===== src/rtl/rdma_pkg.sv =====
package rdma_pkg;
  typedef enum logic [2:0] {
    ST_IDLE    = 3'd0,
    ST_WR_WAIT = 3'd1,
    ST_WR_CYC  = 3'd2,
    ST_RD_CYC  = 3'd3,
    ST_RD_WAIT = 3'd4
  } rdma_state_e;
endpackage


===== src/rtl/rdma_sync_edge.sv =====
module rdma_sync_edge (
  input  logic clk_i,
  input  logic rst_ni,
  input  logic async_i,
  output logic rise_o
);
  logic [2:0] sh_q;

  always_ff @(posedge clk_i or negedge rst_ni) begin
    if (!rst_ni) sh_q <= '0;
    else         sh_q <= {sh_q[1:0], async_i};
  end

  // sh_q[1] is the second synchronizer stage, sh_q[2] its delayed copy
  assign rise_o = sh_q[1] & ~sh_q[2];
endmodule


===== src/rtl/rdma_cyc_timer.sv =====
module rdma_cyc_timer #(
  parameter int unsigned CYC_LEN = 4
) (
  input  logic clk_i,
  input  logic rst_ni,
  input  logic en_i,
  output logic last_o
);
  localparam int unsigned TW = (CYC_LEN > 1) ? $clog2(CYC_LEN) : 1;
  localparam logic [TW-1:0] LAST_V = TW'(CYC_LEN - 1);

  logic [TW-1:0] cnt_q;

  assign last_o = en_i && (cnt_q == LAST_V);

  always_ff @(posedge clk_i or negedge rst_ni) begin
    if (!rst_ni)     cnt_q <= '0;
    else if (!en_i)  cnt_q <= '0;
    else if (last_o) cnt_q <= '0;
    else             cnt_q <= cnt_q + 1'b1;
  end
endmodule


===== src/rtl/rdma_addr_cnt.sv =====
module rdma_addr_cnt #(
  parameter int unsigned AW         = 16,
  parameter int unsigned CW         = 16,
  parameter int unsigned WORD_BYTES = 2
) (
  input  logic          clk_i,
  input  logic          rst_ni,
  input  logic          load_i,
  input  logic          step_i,
  input  logic [AW-1:0] addr_i,
  input  logic [CW-1:0] cnt_i,
  output logic [AW-1:0] addr_o,
  output logic          last_word_o,
  output logic          empty_o
);
  localparam logic [CW-1:0] WB_C = CW'(WORD_BYTES);
  localparam logic [AW-1:0] WB_A = AW'(WORD_BYTES);

  logic [AW-1:0] addr_q;
  logic [CW-1:0] cnt_q;

  assign last_word_o = (cnt_q <= WB_C);
  assign empty_o     = (cnt_q == '0);
  assign addr_o      = addr_q;

  always_ff @(posedge clk_i or negedge rst_ni) begin
    if (!rst_ni) begin
      addr_q <= '0;
      cnt_q  <= '0;
    end else if (load_i) begin
      addr_q <= addr_i;
      cnt_q  <= cnt_i;
    end else if (step_i) begin
      addr_q <= addr_q + WB_A;
      cnt_q  <= last_word_o ? '0 : cnt_q - WB_C;
    end
  end
endmodule


===== src/rtl/rdma_port_fsm.sv =====
module rdma_port_fsm
  import rdma_pkg::*;
(
  input  logic clk_i,
  input  logic rst_ni,
  input  logic start_i,
  input  logic remote_wr_i,
  input  logic cnt_zero_i,
  input  logic wr_rise_i,
  input  logic rd_rise_i,
  input  logic cyc_last_i,
  input  logic last_word_i,
  input  logic empty_i,
  output logic load_o,
  output logic step_o,
  output logic cyc_en_o,
  output logic port_req_o,
  output logic latch_oe_o,
  output logic latch_stb_o,
  output logic mem_rd_o,
  output logic mem_wr_o,
  output logic busy_o,
  output logic done_o
);
  rdma_state_e st_q, st_d;
  logic done_q, set_done, clr_done;

  always_comb begin
    st_d     = st_q;
    load_o   = 1'b0;
    step_o   = 1'b0;
    set_done = 1'b0;
    clr_done = 1'b0;
    unique case (st_q)
      ST_IDLE: if (start_i) begin
        clr_done = 1'b1;
        if (cnt_zero_i) set_done = 1'b1;
        else begin
          load_o = 1'b1;
          st_d   = remote_wr_i ? ST_WR_WAIT : ST_RD_CYC;
        end
      end
      ST_WR_WAIT: if (wr_rise_i) st_d = ST_WR_CYC;
      ST_WR_CYC: if (cyc_last_i) begin
        step_o = 1'b1;
        if (last_word_i) begin
          set_done = 1'b1;
          st_d     = ST_IDLE;
        end else st_d = ST_WR_WAIT;
      end
      ST_RD_CYC: if (cyc_last_i) begin
        step_o = 1'b1;
        st_d   = ST_RD_WAIT;
      end
      ST_RD_WAIT: if (rd_rise_i) begin
        if (empty_i) begin
          set_done = 1'b1;
          st_d     = ST_IDLE;
        end else st_d = ST_RD_CYC;
      end
      default: st_d = ST_IDLE;
    endcase
  end

  always_ff @(posedge clk_i or negedge rst_ni) begin
    if (!rst_ni) begin
      st_q   <= ST_IDLE;
      done_q <= 1'b0;
    end else begin
      st_q <= st_d;
      if (set_done)      done_q <= 1'b1;
      else if (clr_done) done_q <= 1'b0;
    end
  end

  assign cyc_en_o    = (st_q == ST_WR_CYC) || (st_q == ST_RD_CYC);
  assign mem_wr_o    = (st_q == ST_WR_CYC);
  assign mem_rd_o    = (st_q == ST_RD_CYC);
  assign latch_oe_o  = (st_q == ST_WR_CYC);
  assign latch_stb_o = (st_q == ST_RD_CYC) && cyc_last_i;
  assign port_req_o  = (st_q == ST_WR_WAIT) || (st_q == ST_RD_WAIT);
  assign busy_o      = (st_q != ST_IDLE);
  assign done_o      = done_q;
endmodule


===== src/rtl/rdma_latch_port.sv =====
module rdma_latch_port #(
  parameter int unsigned AW         = 16,
  parameter int unsigned CW         = 16,
  parameter int unsigned WORD_BYTES = 2,
  parameter int unsigned CYC_LEN    = 4
) (
  input  logic          clk_i,
  input  logic          rst_ni,
  input  logic          start_i,
  input  logic          remote_wr_i,
  input  logic [AW-1:0] start_addr_i,
  input  logic [CW-1:0] byte_cnt_i,
  input  logic          wr_ack_i,
  input  logic          rd_ack_i,
  output logic          port_req_o,
  output logic          latch_oe_o,
  output logic          latch_stb_o,
  output logic          mem_rd_o,
  output logic          mem_wr_o,
  output logic [AW-1:0] mem_addr_o,
  output logic          busy_o,
  output logic          done_o
);
  localparam int unsigned NACK = 2;

  logic [NACK-1:0] ack_raw, ack_rise;
  logic load, step, cyc_en, cyc_last, last_word, empty;

  assign ack_raw = {rd_ack_i, wr_ack_i};

  for (genvar g = 0; g < NACK; g++) begin : g_ack
    rdma_sync_edge u_sync (
      .clk_i  (clk_i),
      .rst_ni (rst_ni),
      .async_i(ack_raw[g]),
      .rise_o (ack_rise[g])
    );
  end

  rdma_cyc_timer #(.CYC_LEN(CYC_LEN)) u_timer (
    .clk_i (clk_i),
    .rst_ni(rst_ni),
    .en_i  (cyc_en),
    .last_o(cyc_last)
  );

  rdma_addr_cnt #(.AW(AW), .CW(CW), .WORD_BYTES(WORD_BYTES)) u_dp (
    .clk_i      (clk_i),
    .rst_ni     (rst_ni),
    .load_i     (load),
    .step_i     (step),
    .addr_i     (start_addr_i),
    .cnt_i      (byte_cnt_i),
    .addr_o     (mem_addr_o),
    .last_word_o(last_word),
    .empty_o    (empty)
  );

  rdma_port_fsm u_fsm (
    .clk_i      (clk_i),
    .rst_ni     (rst_ni),
    .start_i    (start_i),
    .remote_wr_i(remote_wr_i),
    .cnt_zero_i (byte_cnt_i == '0),
    .wr_rise_i  (ack_rise[0]),
    .rd_rise_i  (ack_rise[1]),
    .cyc_last_i (cyc_last),
    .last_word_i(last_word),
    .empty_i    (empty),
    .load_o     (load),
    .step_o     (step),
    .cyc_en_o   (cyc_en),
    .port_req_o (port_req_o),
    .latch_oe_o (latch_oe_o),
    .latch_stb_o(latch_stb_o),
    .mem_rd_o   (mem_rd_o),
    .mem_wr_o   (mem_wr_o),
    .busy_o     (busy_o),
    .done_o     (done_o)
  );
endmodule


===== config.mk =====
export PLATFORM = sky130hd
export DESIGN_NAME = rdma_latch_port
export DESIGN_NICKNAME = d
export VERILOG_FILES = /design/src/rtl/rdma_pkg.sv /design/src/rtl/rdma_sync_edge.sv /design/src/rtl/rdma_cyc_timer.sv /design/src/rtl/rdma_addr_cnt.sv /design/src/rtl/rdma_port_fsm.sv /design/src/rtl/rdma_latch_port.sv
export SDC_FILE = /design/constraint.sdc
export NUM_CORES = 1
export LEC_CHECK = 0
export ABC_AREA = 1
export ABC_CLOCK_PERIOD_IN_PS = 1900
export CAP_MARGIN = 20
export CORE_MARGIN = 2
export CORE_UTILIZATION = 35
export DETAILED_ROUTE_END_ITERATION = 10
export GPL_ROUTABILITY_DRIVEN = 0
export PLACE_DENSITY = 0.61
export SYNTH_ARGS = -nofsm -noshare
export SYNTH_HDL_FRONTEND = slang
export SYNTH_SLANG_ARGS = --single-unit

===== constraint.sdc =====
create_clock -name clk_i -period 1.9 [get_ports clk_i]
set_clock_uncertainty 0.2 [all_clocks]
set_input_delay 0.285 -clock clk_i [delete_from_list [all_inputs] [get_ports clk_i]]
set_output_delay 0.285 -clock clk_i [all_outputs]
set_load 0.1 [all_outputs]

==> impl_metrics.toml <==
[floorplan]
die_area_um2 = 9210
ioPinCount = 61
start_util = 0.360
coreArea_um2 = 8220
fp-row-count = 33
die_w_um = 96.0
die_h_um = 96.0

[setup_path]
worstPathRequired_ns = 1.41
cp_cell_sequence = "nor2_4 > inv_2 > nor2_4 > inv_2 > nor2_4 > buf_12"
max_stage_delay_ns = 0.46
path_max_fanout = 4
criticalPathCategory = "flip-flop to primary output"
crit_slowest_cell = "dfrtp_2"
cpMostUsedCell = "nor2_4"
critPathBufInv = 3
cp-end-kind = "primary output"
start_kind = "flip-flop"
cpLargestDelayFamily = "flip-flops"
crit_arrival_ns = 1.40

[synth]
synth_common_cells = "161 x nand2_1, 52 x nand3_1, 50 x nor2_1"
ys_seq_area_frac = 0.372
synth.distinct_cells = 30
synth_top_area_frac = 0.372
syn_nets = 475
synth_top_area_cell = "dfrtp_1"
synthSimpleGateAreaFrac = 0.445
syn-cell-area_um2 = 2960
synth_edf_count = 0
ys_ff_latch = 44
ys.flop_type = "dfrtp_1"
synth_top_family_by_area = "simple AND/OR/NAND/NOR gates"
synthAdderAreaFrac = 0.0127
synth.avg_cell_area_um2 = 6.82
ys_top_cells_by_area = "dfrtp_1 37%, nand2_1 20%, nand3_1 8.8%"
yosysMostFrequentCell = "nand2_1"
ys_async_sr_fraction = 1.00
muxShareOfSynthArea = 0
syn_inst = 434
ys_warn_count = 0
synth-xor-area-share = 0.0325
synth-compound-area-share = 0.0338

[route]
via_per_inst = 4.72
wire_per_inst_um = 12.0
drt_iter0_drc = 124
num_vias = 2968
postRouteAntennaNets = 0
totalWireLength_um = 7540
drcViolationCount = 0
first_pass_iters = 4

[global_routing]
grtUsageMet2 = 0.309
grt.total_usage = 0.180
grt_max_degree = 45
met3_usage = 0.0282
grt_pass1_wl_um = 13100
grt_pass1_vias = 2985
antenna_found_initial = 0
grt_busiest_layer = "met2"
gr-total-overflow = 0
met1_usage = 0.239

[sta]
rsz0062_at_grt = "yes"
maxSlewViolCount = 0
min_period_over_period = 0.993
fin_setup_tns_ns = 0
worst_pin_slew_ns = 0.404
setup_violations = 0
hold_viol_final = 0
clock.fmax_mhz = 530
slew_headroom = 0.730
min_period_ns = 1.89

[worst_hold_path]
min_path_type = "flip-flop to flip-flop"

[clock_tree]
root_buffer = "clkbuf_8"
path_clk_slew_ns = 0.09
cts_tree = "yes"
htreeDepth = 2
clockBufferDepth = 2
cts_made_buffers = 5
cts.sinks = 44
insertion_delay_ns = 0.31

[outcome]
outcome = "finished, final reports clean"

[placed_design]
dpl.hpwl_um = 5580
io_buffers = 60

[cells_and_area]
syn_to_final_growth_pct = 44.2
nets = 564
drive_gt1_frac = 0.204
n_antenna_cell = 0

[job]
max_cap_violations = 0

[power]
p_leak_uw = 0.00205
p_per_area_nw_per_um2 = 1770
finalPower_uw = 7540
ir_drop_uv = 1100
-- path summary, 6_finish.rpt --
kind	depth (start not counted)	slack (ns)	start	endpoint
max	6	0.01	u_fsm.st_q[2]$_DFFE_PN0P_	latch_stb_o
min	0	0.15	g_ack[0].u_sync.sh_q[0]$_DFF_PN0_	g_ack[0].u_sync.sh_q[1]$_DFF_PN0_
max reg2reg	9	0.12	u_fsm.st_q[2]$_DFFE_PN0P_	u_dp.addr_o[0]$_DFFE_PN0P_
min reg2reg	0	0.15	g_ack[0].u_sync.sh_q[0]$_DFF_PN0_	g_ack[0].u_sync.sh_q[1]$_DFF_PN0_
max in group asynchronous	3	0.98	rst_ni	u_dp.addr_o[7]$_DFFE_PN0P_
min in group asynchronous	3	0.28	rst_ni	g_ack[0].u_sync.sh_q[1]$_DFF_PN0_
-- power by group --
part | total, µW | switching (µW) | internal, µW
sequential | 1910 | 559 | 1350
clock | 645 | 350 | 295
combinational | 4990 | 3160 | 1830
total | 7540 | 4060 | 3480
-- cell usage in the layout (no fill, tap or decap), types with 2 or more instances in the layout --
cell,n
nand3b_1,2
buf_4,29
nand2_2,3
buf_12,25
xnor2_1,2
dfrtp_2,11
nand2_1,161
nor2_4,8
nor2_2,6
a21oi_1,5
inv_2,6
nor2_1,43
nand4_1,13
inv_1,43
ha_1,3
o21ai_0,7
nand2_8,2
dfrtp_4,2
xor2_1,9
dfrtp_1,31
clkinvlp_4,2
nand3_1,52
o21ai_1,2
clkbuf_8,6
clkdlybuf4s50_1,36
o21bai_1,2
-- state kept, by name, summed over array words and instances, names as in the netlist --
name	flops
u_dp.addr_o	16
u_timer.cnt_q	2
u_dp.cnt_q	16
u_fsm.done_o	1
u_fsm.st_q	3
g_ack.u_sync.sh_q	6
-- layout make-up --
cell class | count | area (µm²)
inverter | 51 | 211
tap | 105 | 131
fill | 781 | 3950
multi-input combinational | 328 | 1600
clock inverter | 2 | 15.0
clock buffer | 6 | 82.6
sequential | 44 | 1120
timing repair buffer | 93 | 1100
-- logic make-up after synthesis --
family,count (synthesis)
adders and majority gates,3
AOI/OAI and AO/OA,18
xor gates and xnor gates,11
and+or+nand+nor,296
DFF,44
buffers and inverters,62
-- through the flow --
step	hold slack (ns)	util	setup slack, ns	area [µm²]	instances
after floorplan	-0.211	-	-0.393	3010	434
after global placement	0.0852	0.496	-0.225	4080	614
after detailed placement	0.0895	0.496	-0.263	4080	614
after CTS	0.157	0.515	0.000946	4230	627
after global routing	0.176	0.520	-0.0399	4270	629
final	0.149	0.520	0.0136	4270	629
-- timing repair --
item	in CTS	in global routing
resized for setup	4	10
setup endpoints to repair	4	25
hold endpoints to repair	44	0
pin swaps	2	2
hold buffers	1	0
buffers inserted	4	2
-- metal layers --
layer  wire length (µm)  up-vias
met2               3700       59
met3                287        7
met5                  0        -
met4                 68        0
met1               3490     1375
li1                   -     1527
-- worst register-to-register path: stages (launching register included) --
cell     delay [ns]
dfrtp_2        0.46
buf_4          0.15
nor2_4         0.13
inv_2          0.09
nor2_8         0.13
nand2_8        0.12
buf_12         0.17
buf_4          0.13
nand2_1        0.05
nand2_1        0.05
Power figures use the tool's default switching activity.
